===== src/rtl/sar_ctrl_pkg.sv =====
package sar_ctrl_pkg;

  typedef enum logic [2:0] {
    ST_OFF  = 3'd0,
    ST_WAKE = 3'd1,
    ST_IDLE = 3'd2,
    ST_SAMP = 3'd3,
    ST_CONV = 3'd4
  } sar_state_e;

  function automatic logic is_active(input sar_state_e s);
    return (s == ST_SAMP) || (s == ST_CONV);
  endfunction

endpackage


===== src/rtl/sar_seq_fsm.sv =====
module sar_seq_fsm
  import sar_ctrl_pkg::*;
#(
  parameter int BITS          = 12,
  parameter int SAMPLE_CYCLES = 2,
  localparam int IDXW         = $clog2(BITS),
  localparam int SCW          = $clog2(SAMPLE_CYCLES + 1)
) (
  input  logic            clk,
  input  logic            rst,
  input  logic            pwr_up,
  input  logic            start,
  output logic [IDXW-1:0] bit_idx,
  output logic            enter_conv,
  output logic            decide,
  output logic            finish,
  output logic            samp_en,
  output logic            afe_en,
  output logic            busy
);

  sar_state_e state, state_nxt;
  logic [SCW-1:0] scnt;
  logic           samp_last;
  logic           bit_last;

  assign samp_last = (scnt == SCW'(SAMPLE_CYCLES - 1));
  assign bit_last  = (bit_idx == '0);

  always_comb begin
    state_nxt = state;
    if (!pwr_up) begin
      state_nxt = ST_OFF;
    end else begin
      case (state)
        ST_OFF:  state_nxt = ST_WAKE;
        ST_WAKE: state_nxt = ST_IDLE;
        ST_IDLE: if (start) state_nxt = ST_SAMP;
        ST_SAMP: if (samp_last) state_nxt = ST_CONV;
        ST_CONV: if (bit_last) state_nxt = ST_IDLE;
        default: state_nxt = ST_OFF;
      endcase
    end
  end

  // Strobes consumed by the trial register in the current cycle
  assign enter_conv = (state == ST_SAMP) && (state_nxt == ST_CONV);
  assign decide     = (state == ST_CONV) && pwr_up;
  assign finish     = decide && bit_last;

  always_ff @(posedge clk) begin
    if (rst) begin
      state <= ST_OFF;
    end else begin
      state <= state_nxt;
    end
  end

  // Sample-phase length counter
  always_ff @(posedge clk) begin
    if (rst) begin
      scnt <= '0;
    end else if (state_nxt == ST_SAMP && state == ST_SAMP) begin
      scnt <= scnt + SCW'(1);
    end else begin
      scnt <= '0;
    end
  end

  // Bit under test
  always_ff @(posedge clk) begin
    if (rst) begin
      bit_idx <= '0;
    end else if (enter_conv) begin
      bit_idx <= IDXW'(BITS - 1);
    end else if (decide && !bit_last) begin
      bit_idx <= bit_idx - IDXW'(1);
    end else if (state_nxt != ST_CONV) begin
      bit_idx <= '0;
    end
  end

  // Registered mode outputs, decoded from the next state
  always_ff @(posedge clk) begin
    if (rst) begin
      samp_en <= 1'b0;
      afe_en  <= 1'b0;
      busy    <= 1'b0;
    end else begin
      samp_en <= (state_nxt == ST_SAMP);
      afe_en  <= (state_nxt != ST_OFF);
      busy    <= is_active(state_nxt);
    end
  end

endmodule


===== src/rtl/sar_trial_reg.sv =====
module sar_trial_reg #(
  parameter int BITS  = 12,
  localparam int IDXW = $clog2(BITS)
) (
  input  logic            clk,
  input  logic            rst,
  input  logic            enter_conv,
  input  logic            decide,
  input  logic            finish,
  input  logic [IDXW-1:0] bit_idx,
  input  logic            cmp_hi,
  output logic [BITS-1:0] trial_nxt,
  output logic [BITS-1:0] resolved
);

  logic [BITS-1:0] trial;

  // Settle the bit under test and propose the next lower one
  always_comb begin
    resolved = trial;
    for (int k = 0; k < BITS; k++) begin
      if (IDXW'(k) == bit_idx) resolved[k] = cmp_hi;
    end
  end

  always_comb begin
    trial_nxt = '0;
    if (enter_conv) begin
      trial_nxt = '0;
      trial_nxt[BITS-1] = 1'b1;
    end else if (decide && !finish) begin
      trial_nxt = resolved;
      for (int k = 0; k < BITS - 1; k++) begin
        if (IDXW'(k + 1) == bit_idx) trial_nxt[k] = 1'b1;
      end
    end
  end

  always_ff @(posedge clk) begin
    if (rst) begin
      trial <= '0;
    end else begin
      trial <= trial_nxt;
    end
  end

endmodule


===== src/rtl/sar_therm_dec.sv =====
module sar_therm_dec #(
  parameter int TBITS  = 3,
  localparam int LINES = (1 << TBITS) - 1
) (
  input  logic [TBITS-1:0] value,
  output logic [LINES-1:0] lines
);

  for (genvar k = 0; k < LINES; k++) begin : g_line
    assign lines[k] = (value > TBITS'(k));
  end

endmodule


===== src/rtl/sar_conv_ctrl.sv =====
module sar_conv_ctrl #(
  parameter int BITS          = 12,
  parameter int SEG_BITS      = 6,
  parameter int THERM_BITS    = 3,
  parameter int SAMPLE_CYCLES = 2,
  localparam int THERM_LINES  = (1 << THERM_BITS) - 1,
  localparam int HI_BIN       = SEG_BITS - THERM_BITS,
  localparam int LO_BITS      = BITS - SEG_BITS,
  localparam int IDXW         = $clog2(BITS)
) (
  input  logic                   clk,
  input  logic                   rst,
  input  logic                   pwr_up,
  input  logic                   start,
  input  logic                   cmp_hi,
  output logic                   afe_en,
  output logic                   samp_en,
  output logic                   busy,
  output logic [THERM_LINES-1:0] therm_sw,
  output logic [HI_BIN-1:0]      hi_bin_sw,
  output logic [LO_BITS-1:0]     lo_sw,
  output logic [BITS-1:0]        code,
  output logic                   done
);

  logic [IDXW-1:0]        bit_idx;
  logic                   enter_conv;
  logic                   decide;
  logic                   finish;
  logic [BITS-1:0]        trial_nxt;
  logic [BITS-1:0]        resolved;
  logic [THERM_LINES-1:0] therm_nxt;

  sar_seq_fsm #(
    .BITS          (BITS),
    .SAMPLE_CYCLES (SAMPLE_CYCLES)
  ) u_fsm (
    .clk        (clk),
    .rst        (rst),
    .pwr_up     (pwr_up),
    .start      (start),
    .bit_idx    (bit_idx),
    .enter_conv (enter_conv),
    .decide     (decide),
    .finish     (finish),
    .samp_en    (samp_en),
    .afe_en     (afe_en),
    .busy       (busy)
  );

  sar_trial_reg #(
    .BITS (BITS)
  ) u_trial (
    .clk        (clk),
    .rst        (rst),
    .enter_conv (enter_conv),
    .decide     (decide),
    .finish     (finish),
    .bit_idx    (bit_idx),
    .cmp_hi     (cmp_hi),
    .trial_nxt  (trial_nxt),
    .resolved   (resolved)
  );

  sar_therm_dec #(
    .TBITS (THERM_BITS)
  ) u_therm (
    .value (trial_nxt[BITS-1 -: THERM_BITS]),
    .lines (therm_nxt)
  );

  // Switch lines registered from the next trial word
  always_ff @(posedge clk) begin
    if (rst) begin
      therm_sw  <= '0;
      hi_bin_sw <= '0;
      lo_sw     <= '0;
    end else begin
      therm_sw  <= therm_nxt;
      hi_bin_sw <= trial_nxt[LO_BITS +: HI_BIN];
      lo_sw     <= trial_nxt[LO_BITS-1:0];
    end
  end

  // Result capture and completion strobe
  always_ff @(posedge clk) begin
    if (rst) begin
      code <= '0;
      done <= 1'b0;
    end else begin
      done <= finish;
      if (finish) code <= resolved;
    end
  end

endmodule


===== config.mk =====
export PLATFORM = sky130hd
export DESIGN_NAME = sar_conv_ctrl
export DESIGN_NICKNAME = d
export VERILOG_FILES = /design/src/rtl/sar_ctrl_pkg.sv /design/src/rtl/sar_seq_fsm.sv /design/src/rtl/sar_trial_reg.sv /design/src/rtl/sar_therm_dec.sv /design/src/rtl/sar_conv_ctrl.sv
export SDC_FILE = /design/constraint.sdc
export NUM_CORES = 1
export LEC_CHECK = 0
export BUFFER_PORTS_ARGS = -buffer_cell sky130_fd_sc_hd__buf_2
export CORE_MARGIN = 2
export CORE_UTILIZATION = 53
export DETAILED_ROUTE_END_ITERATION = 8
export PLACE_DENSITY = 0.83
export SYNTH_ARGS = -nofsm -noshare
export SYNTH_HDL_FRONTEND = slang
export SYNTH_SLANG_ARGS = --single-unit

===== constraint.sdc =====
create_clock -name clk -period 2.1 [get_ports clk]
set_input_delay 0.105 -clock clk [delete_from_list [all_inputs] [get_ports clk]]
set_output_delay 0.105 -clock clk [all_outputs]
set_load 0.02 [all_outputs]

# Word-level counts from Yosys, hierarchy flattened
# Index checks and enable logic that the tools add are counted.
[word_totals]
ff_bits = 53
out_inout_bits = 32
in_bits = 5
[op_classes]
n_reduce_logical = 16
addsub = 2
n_mux = 33
magnitude_cmp = 7
eq_ne = 19
bitwise = 1
[ops]
columns = ["op", "n"]
rows = [
  ["12-bit 2-to-1 mux", 2],
  ["1-bit 2-to-1 mux", 23],
  ["3-bit by 4-bit == test with 1-bit output (first input constant)", 4],
  ["4-bit == test (first input constant)", 4],
  ["3-bit case mux with 5 select lines", 1],
  ["3-bit 2-to-1 mux", 4],
  ["4-bit 2-to-1 mux", 3],
  ["3-bit by 2-bit == test with 1-bit output (second input constant)", 3],
  ["3-bit > comparator (second input constant)", 3],
  ["2-bit by 4-bit == test with 1-bit output (first input constant)", 2],
  ["3-bit == test (second input constant)", 2],
  ["3-bit by 1-bit > comparator with 1-bit output (second input constant)", 2],
  ["3-bit by 2-bit > comparator with 1-bit output (second input constant)", 2],
  ["1-bit logical AND", 6],
  ["3-bit nonzero test", 2],
  ["1-bit by 4-bit == test with 1-bit output (first input constant)", 1],
  ["4-bit logical NOT", 1],
  ["2-bit OR reduction", 2],
  ["4-bit by 1-bit subtractor with 4-bit output (second input constant)", 1],
  ["3-bit by 1-bit == test with 1-bit output (second input constant)", 1],
  ["3-bit logical NOT", 1],
  ["3-bit != test (second input constant)", 1],
  ["2-bit by 1-bit adder with 2-bit output (second input constant)", 1],
  ["2-bit by 1-bit == test with 1-bit output (second input constant)", 1],
  ["other kinds (4)", 5],
]

# Logic depth before layout (Yosys ltp)
# Gate-level depths: netlist of the first run.
[logic_depth]
word_depth = 8
mapped_depth = 8

# By module
# Synthesis of the first run repeated with hierarchy kept, for this count alone.
[unflattened]
hier_cells = 262
hier_area_um2 = 2441.1
[by_module_without_submodules]
columns = ["mod", "seq_area_each_um2", "area_per_inst_um2", "cells_per_inst", "n_inst"]
rows = [
  ["sar_trial_reg", 240.2, 958.4, 120, 1],
  ["sar_conv_ctrl", 580.6, 904.6, 75, 1],
  ["sar_seq_fsm", 240.2, 530.5, 60, 1],
  ["sar_therm_dec", 0.0, 47.5, 7, 1],
]

# Least setup slack after synthesis of the first run
# OpenSTA, ideal clock, no wires.
[synth_timing]
kind = "reg-to-reg"
from = "reg u_fsm.bit_idx[0]"
to = "reg code[10]"
arrival_time_ns = 1.376
t_required_ns = 1.972
path_stages_with_launch = 8
setup_slack_ns = 0.596
setup_time_ns = 0.128
cell_sequence = "dfxtp_1 inv_1 ha_1 nor3b_2 nand4_2 buf_2 a21oi_1 nor2_1"
[synth_via]
elab_chain_len = 2
word_cells_on_any_way = 4
classes_between = "1 x eq/ne; 1 x mux; 2 x reduce/logical"
[synth_lines]
columns = ["item", "line", "rtl"]
rows = [
  ["start, declared", "sar_seq_fsm.sv:13", "output logic [IDXW-1:0] bit_idx,"],
  ["start signal, assigned", "sar_seq_fsm.sv:75", "bit_idx <= IDXW'(BITS - 1);"],
  ["start signal, assigned", "sar_seq_fsm.sv:77", "bit_idx <= bit_idx - IDXW'(1);"],
  ["4-bit == test / 4-bit logical NOT (equally long branches)", "sar_trial_reg.sv:22, sar_seq_fsm.sv:28", ""],
  ["1-bit 2-to-1 mux / 1-bit logical AND (equally long branches)", "sar_trial_reg.sv:22, sar_seq_fsm.sv:49", ""],
  ["end signal, assigned", "sar_conv_ctrl.sv:92", "if (finish) code <= resolved;"],
  ["end, declared", "sar_conv_ctrl.sv:22", "output logic [BITS-1:0] code,"],
]
# Parallel ways exist; a longest one is shown, timed or not.
# A chain may end at the register's enable or synchronous reset.

# Worst setup path after layout of the first run
[layout_timing]
from = "reg u_fsm.bit_idx[0]"
to = "reg therm_sw[4]"
[layout_via]
elab_chain_len = 8
word_cells_on_any_way = 20
classes_between = "1 x order compare; 4 x eq/ne; 10 x mux; 5 x reduce/logical"
[layout_lines]
columns = ["item", "line", "rtl"]
rows = [
  ["4-bit logical NOT", "sar_seq_fsm.sv:28", "assign bit_last = (bit_idx == '0);"],
  ["3-bit 2-to-1 mux", "sar_seq_fsm.sv:40", "ST_CONV: if (bit_last) state_nxt = ST_IDLE;"],
  ["3-bit case mux with 5 select lines", "sar_seq_fsm.sv:35", "case (state)"],
  ["3-bit 2-to-1 mux", "sar_seq_fsm.sv:32", "if (!pwr_up) begin"],
  ["3-bit == test", "sar_seq_fsm.sv:47", "assign enter_conv = (state == ST_SAMP) && (state_nxt == ST_CONV);"],
  ["1-bit logical AND", "sar_seq_fsm.sv:47", ""],
  ["12-bit 2-to-1 mux (*)", "sar_trial_reg.sv:28", "if (enter_conv) begin"],
  ["3-bit > comparator (*)", "sar_therm_dec.sv:10", "assign lines[k] = (value > TBITS'(k));"],
  ["end signal, assigned", "sar_conv_ctrl.sv:79", "therm_sw <= therm_nxt;"],
  ["end, declared", "sar_conv_ctrl.sv:19", "output logic [THERM_LINES-1:0] therm_sw,"],
]
# Every way passes the cells marked *; elsewhere a longest branch is shown, timed or not.

==> results.toml, run 1 <==
[run_status]
outcome = "completed"

[clocking]
cts_setup_buffers = 0
postCtsHoldBufs = 0
cts.htree.levels = 2
cts-resized-gates = 0
clkLatencyLatePin_ns = 0.36
path_clk_slew_ns = 0.13
cts_tree = "built"
clk_path_buf_depth = 2
cts_buffers = 5
cts_root_buf = "clkbuf_4"
clock-sinks = 44

[global_route]
antenna_found_initial = 0
top_usage_layer = "met2"
grt_max_degree = 24
first_global_vias = 1338
grt_pass1_wl_um = 5968
grt_overflow = 0
grt_usage = 0.1957
use_met1 = 0.2395
grtUsageMet2 = 0.3059
grtUsageMet3 = 0.04643

[detailed_routing]
routedWlPerCell_um = 12.23
wl_um = 3412
drc = 0
vias = 1401
drtAntennaViolNets = 0
drt_iter0_drc = 57
first_pass_iters = 4
via_per_inst = 5.022

[final_layout]
diodes = 0
drive_gt1_frac = 0.2318
stdcell_count = 279
finalNetCount = 243
fill_cells = 312
syn_to_final_growth_pct = 13.11
postLayoutCellArea_sq_mm = 0.002095

[timing]
relSlewSlack = 0.6271
skew_ns = 0.01312
fin_worst_hold_slack_ns = 0.08074
finalHoldViolCount = 0
fin_tns_setup_ns = 0
rsz0062_at_grt = "no"
max_freq_ghz = 0.5725
fin_crit_sh = 0.8317
worst_pin_slew_ns = 0.5586
setup_viol = 0
post-route-min-period_ns = 1.747
finalMaxSlewViolations = 0

[synth]
synth_warnings = 0
syn_nets = 213
synth_cells = 202
yosys.area.top_type = "dfxtp_1"
yosysSeqAreaShare = 0.4757
ys_top_cells_by_area = "dfxtp_1 48%, nor2_1 8.3%, a21oi_1 7.3%"
synth_cell_types = 33
syn-cell-area_sq_mm = 0.001852
ys_seq_elements = 44
synth_top_cell_area_share = 0.4757
synth_area_per_cell_sq_um = 9.167

[worst_setup_path]
path_max_fanout = 4
crit_type = "flop to flop"
end_kind = "flop"
cp.arrival_ns = 2.05
critPathRequiredTime_ns = 2.40
critPathLaunchType = "flop"

[power_and_ir_drop]
switchingPower_uw = 301.8
p_leak_nw = 0.9474
p_clk_frac = 0.393
p_int_mw = 1.133
p_comb_frac = 0.021
power_density_mw_per_mm2 = 684.8
irDropWorstVdd_uv = 486.0
switching_share = 0.2104
pwr-share-seq = 0.586

[placed_design]
place.port_buffers = 36
dp.cells = 271
placed_cell_area_sq_mm = 0.002004
gp_congestion = 0.7828
post-dp-hpwl_um = 2428

[die]
die_w_um = 63.11
die_h_um = 63.11
io_pins = 37
initial_utilization = 0.5549
die-area_sq_mm = 0.003983
coreArea_sq_mm = 0.003337
num_rows = 21

[run]
cap_violations = 0

[worst_hold_path]
min_path_type = "primary input to flop"
-- routing by layer --
layer | vias up | wire [um]
li1 | 730 | -
met1 | 633 | 1626
met2 | 30 | 1533
met3 | 8 | 171
met4 | 0 | 80
met5 | - | 0
-- cell families after synthesis --
family | synth area share
AND/OR/NAND/NOR | 0.2155
flip-flops | 0.4757
AO/OA/AOI/OAI | 0.1061
buffers and inverters | 0.07635
multiplexers | 0.07635
adder cells (fa/ha/maj) | 0.04054
XOR/XNOR | 0.009461
-- cells in the mapped netlist --
| cell | n |
|---|---|
| nand4_2 | 1 |
| and3_1 | 1 |
| mux2i_1 | 13 |
| a21o_1 | 1 |
| o21a_1 | 2 |
| inv_1 | 7 |
| clkbuf_1 | 3 |
| buf_4 | 11 |
| nor2_2 | 1 |
| o32ai_1 | 1 |
| nand3b_1 | 10 |
| dfxtp_1 | 44 |
| nand2_1 | 9 |
| nand3_1 | 2 |
| nor3_1 | 1 |
| a31oi_1 | 1 |
| a21oi_1 | 27 |
| o32ai_2 | 1 |
| and3b_1 | 1 |
| and4b_1 | 1 |
| a21boi_0 | 1 |
| ha_1 | 6 |
| nor2_1 | 41 |
| mux2_2 | 1 |
| nor3b_1 | 2 |
| nand2b_1 | 3 |
| or2_1 | 1 |
| xor2_1 | 2 |
| buf_6 | 1 |
| nor2b_1 | 1 |
| buf_2 | 2 |
| nor3b_2 | 2 |
| or3_1 | 1 |
-- power groups by stage --
stage               sequential (mW)  clock (mW)  combinational (mW)
global route                  0.842       0.607              0.0337
CTS                           0.841       0.572              0.0303
floorplan                     0.861           0              0.0178
detailed placement            0.859           0              0.0303
finish                        0.841       0.563              0.0303
global placement              0.859           0              0.0300
-- layout by cell type (no fill, tap or decap), drive strengths merged, types with 2 or more instances in the layout --
cell    instances
dfxtp          44
nor2           42
buf            40
a21oi          27
mux2i          13
nand3b         10
nand2           9
inv             7
ha              6
clkbuf          6
nor3b           4
nand2b          3
o21a            2
nand3           2
xor2            2
o32ai           2
-- flip-flops by register name, summed over array words and instances (netlist names), 2 cells and up --
register / count
u_fsm.scnt: 2
u_fsm.bit_idx: 4
therm_sw: 7
u_fsm.state: 3
hi_bin_sw: 2
lo_sw: 5
code: 12
u_trial.trial: 5
-- metrics by stage --
stage	utilization	power [mW]	setup slack (ns)
floorplan	-	0.8784	0.5963
global placement	0.6007	0.8891	0.3911
detailed placement	0.6007	0.8895	0.3343
CTS	0.6277	1.443	0.3099
global route	0.6277	1.483	0.1850
finish	0.6277	1.434	0.3534
-- critical path, cell delays in order (launching register included) --
cell,delay [ns]
dfxtp_1,0.40
inv_1,0.11
ha_1,0.25
nor3b_2,0.19
and3b_1,0.25
nand3b_1,0.15
nand2b_1,0.22
a21oi_1,0.14
-- area by class of cell --
class / instances / area [sq um] / area share
Multi-Input combinational cell: 134 / 829.5 / 0.3961
Timing Repair Buffer: 40 / 210.2 / 0.1004
Tap cell: 46 / 57.56 / 0.02748
Clock inverter: 2 / 38.79 / 0.01852
Sequential cell: 44 / 880.8 / 0.4205
Clock buffer: 6 / 51.30 / 0.02449
Inverter: 7 / 26.28 / 0.01254
-- path summary, 6_finish.rpt --
path / from / end / slack (ns) / cells past startpoint
min: pwr_up / u_fsm.afe_en / 0.08 / 3
min reg2reg: u_fsm.scnt[0] / u_fsm.scnt[0] / 0.43 / 1
max reg2reg: u_fsm.bit_idx[0] / therm_sw[4] / 0.35 / 7
max: u_fsm.bit_idx[0] / therm_sw[4] / 0.35 / 7
Power figures use the tool's default switching activity.
==> run 2: changes to the inputs <==
ABC_AREA = 1   (was default)
CORE_UTILIZATION = 49   (was 53)
PLACE_DENSITY = 0.81   (was 0.83)
clock period = 1.5 ns   (was 2.1 ns; I/O delays follow)
==> results.toml, run 2 <==
[worst_setup_path]
worstPathCellList = "inv_2, ha_4, nand2_8, inv_4, nor2_4, buf_4, nand2_1, a21oi_1"
crit_type = "flop to flop"
cp_num_buf_inv = 3
crit_slowest_cell = "dfxtp_2"
end_kind = "flop"
path_max_fanout = 5
reg2reg_depth = 8
cp-endpoint = "u_fsm.bit_idx[2]"
critPathTopFamily = "flip-flops"
critPathLaunchType = "flop"
r2r_end = "u_fsm.bit_idx[2]"
worst-r2r-setup-slack_ns = 0.11
crit_start = "u_fsm.bit_idx[1]"
max_stage_delay_ns = 0.39
cp.arrival_ns = 1.61
r2r_start = "u_fsm.bit_idx[1]"
critPathRequiredTime_ns = 1.72
cp.depth = 8

[timing]
skew_ns = 0.005510
max_freq_ghz = 0.7192
setup_viol = 0
fin_worst_hold_slack_ns = 0.06886
worst_pin_slew_ns = 0.2750
relSlewSlack = 0.8147
post-route-min-period_ns = 1.390
fin_crit_sh = 0.9270
rsz0062_at_grt = "yes"
finalMaxSlewViolations = 0
fin_tns_setup_ns = 0
finalWorstSetupSlack_ns = 0.1096
finalHoldViolCount = 0

[final_layout]
multiInputGateArea_sq_um = 894.6
largest_reg_flops = 12
finalNetCount = 299
regMostFlops = "code"
layout_commonest_cell = "nand2_1"
diodes = 0
top_regs = "code (12), therm_sw (7)"
layout.area.seq_sq_um = 885.9
final_core_util = 0.6172
fill_cells = 329
syn_to_final_growth_pct = 19.18
drive_gt1_frac = 0.2699
layout_common_cells = "59 x nand2_1, 40 x dfxtp_1, 36 x buf_2"

[detailed_routing]
drc = 0
wl_um = 3878
first_pass_iters = 4
drt_iter0_drc = 68
drtAntennaViolNets = 0
routedWlPerCell_um = 11.51
via_per_inst = 4.935
vias = 1663

[synth]
ys_seq_elements = 44
yosys.area_share.simple = 0.3147
yosysSeqAreaShare = 0.4577
yosys.area.top_type = "dfxtp_1"
async_flop_share = 0
synth_top_family_by_area = "simple AND/OR/NAND/NOR gates"
synth-adder-area-share = 0.03901
syn-cell-area_sq_mm = 0.001924
synth-edff-count = 0
synth_cells = 248
synth_cell_types = 26
synth_warnings = 0
ys_top_cells_by_count = "61 x nand2_1, 44 x dfxtp_1, 35 x nor2_1, 21 x a21oi_1, 21 x inv_1"
synthMuxAreaShare = 0
synth_area_per_cell_sq_um = 7.759
synth_compound_area_frac = 0.08257
yosys_most_used_dff = "dfxtp_1"
ys_top_cells_by_area = "dfxtp_1 46%, nand2_1 12%, nor2_1 6.8%"
syn_nets = 259
synth_most_common_cell = "nand2_1"
synth_xor_area_frac = 0.004551
synth_top_cell_area_share = 0.4577

[placed_design]
dp_slack_ns = -0.007674
gp_congestion = 0.8325
place.port_buffers = 36
post-dp-hpwl_um = 2888

[global_route]
antenna_found_initial = 0
grt_overflow = 0
first_global_vias = 1506
grt_pass1_wl_um = 6624
grt_usage = 0.1966
grt_max_degree = 14

[clocking]
clock-sinks = 44
cts_tree = "built"
cts.htree.levels = 2
clkLatencyLatePin_ns = 0.30
clk_path_buf_depth = 2
cts_setup_buffers = 0
cts_root_buf = "clkbuf_8"
cts_buffers = 5
path_clk_slew_ns = 0.08

[die]
die_h_um = 66.67
num_rows = 22
die-area_sq_mm = 0.004444
io_pins = 37
coreArea_sq_mm = 0.003716
die_w_um = 66.67
initial_utilization = 0.5178

[run_status]
outcome = "completed"

[run]
cap_violations = 0

[power_and_ir_drop]
p_leak_nw = 1.063
power_mw = 2.012
irDropWorstVdd_uv = 605.9
power_density_mw_per_mm2 = 877.1

[worst_hold_path]
min_path_type = "primary input to flop"
## run 2: layout make-up
cell class,instances,share of cell area
repair buffers,47,0.1200
clock buffers,6,0.03601
inverters,22,0.03710
well taps,48,0.02619
multi-input cells,168,0.3901
clock inverters,2,0.004364
flip-flops and latches,44,0.3863
## run 2: cells by family after synthesis
kind of cell,Yosys count
AOI/OAI and AO/OA,30
xor gates and xnor gates,1
adders and majority gates,6
buffers and inverters,36
DFF,44
and+or+nand+nor,131
## run 2: per-layer routing
layer | global-route usage | part of all wire | wire length [um]
met4 | 0.07653 | 0.011 | 41
met2 | 0.3138 | 0.47 | 1815
met3 | 0.04223 | 0.059 | 227
met5 | 0 | 0 | 0
met1 | 0.2581 | 0.46 | 1793
## run 2: worst min-delay path by stage
stage / start / slack, ns / end / cells after the start
final: pwr_up / 0.07 / u_fsm.state[2] / 3
after global routing: pwr_up / 0.08 / u_fsm.state[2] / 3
after CTS: pwr_up / 0.07 / u_fsm.state[2] / 3
after detailed placement: pwr_up / 0.40 / u_fsm.state[2] / 3
after global placement: pwr_up / 0.39 / u_fsm.state[2] / 3
after floorplan: rst / 0.14 / code[0] / 1
## run 2: metrics by stage
step / cell area, sq um / std cells
2_1_floorplan: 1924 / 248
3_3_place_gp: 2150 / 329
3_5_place_dp: 2150 / 329
4_1_cts: 2245 / 337
5_1_grt: 2293 / 337
6_report: 2293 / 337
## run 2: timing repair
| action | 4_1_cts | 5_1_grt |
|---|---|---|
| pin swaps | 0 | 1 |
| endpoints found under the hold margin | 0 | 0 |
| hold buffers | 0 | 0 |
| resized for setup | 1 | 15 |
| endpoints found under the setup margin | 8 | 15 |
## run 2: where the power goes
group          switching [mW]  internal, mW
logic                  0.0416        0.0192
registers             0.00331          1.17
clock network           0.407         0.368
total                   0.452          1.56
## run 2: worst reg2reg max path, stage by stage (launching register included)
cell	delay, ns
dfxtp_2	0.39
inv_2	0.08
ha_4	0.18
nand2_8	0.10
inv_4	0.05
nor2_4	0.15
buf_4	0.16
nand2_1	0.04
a21oi_1	0.16
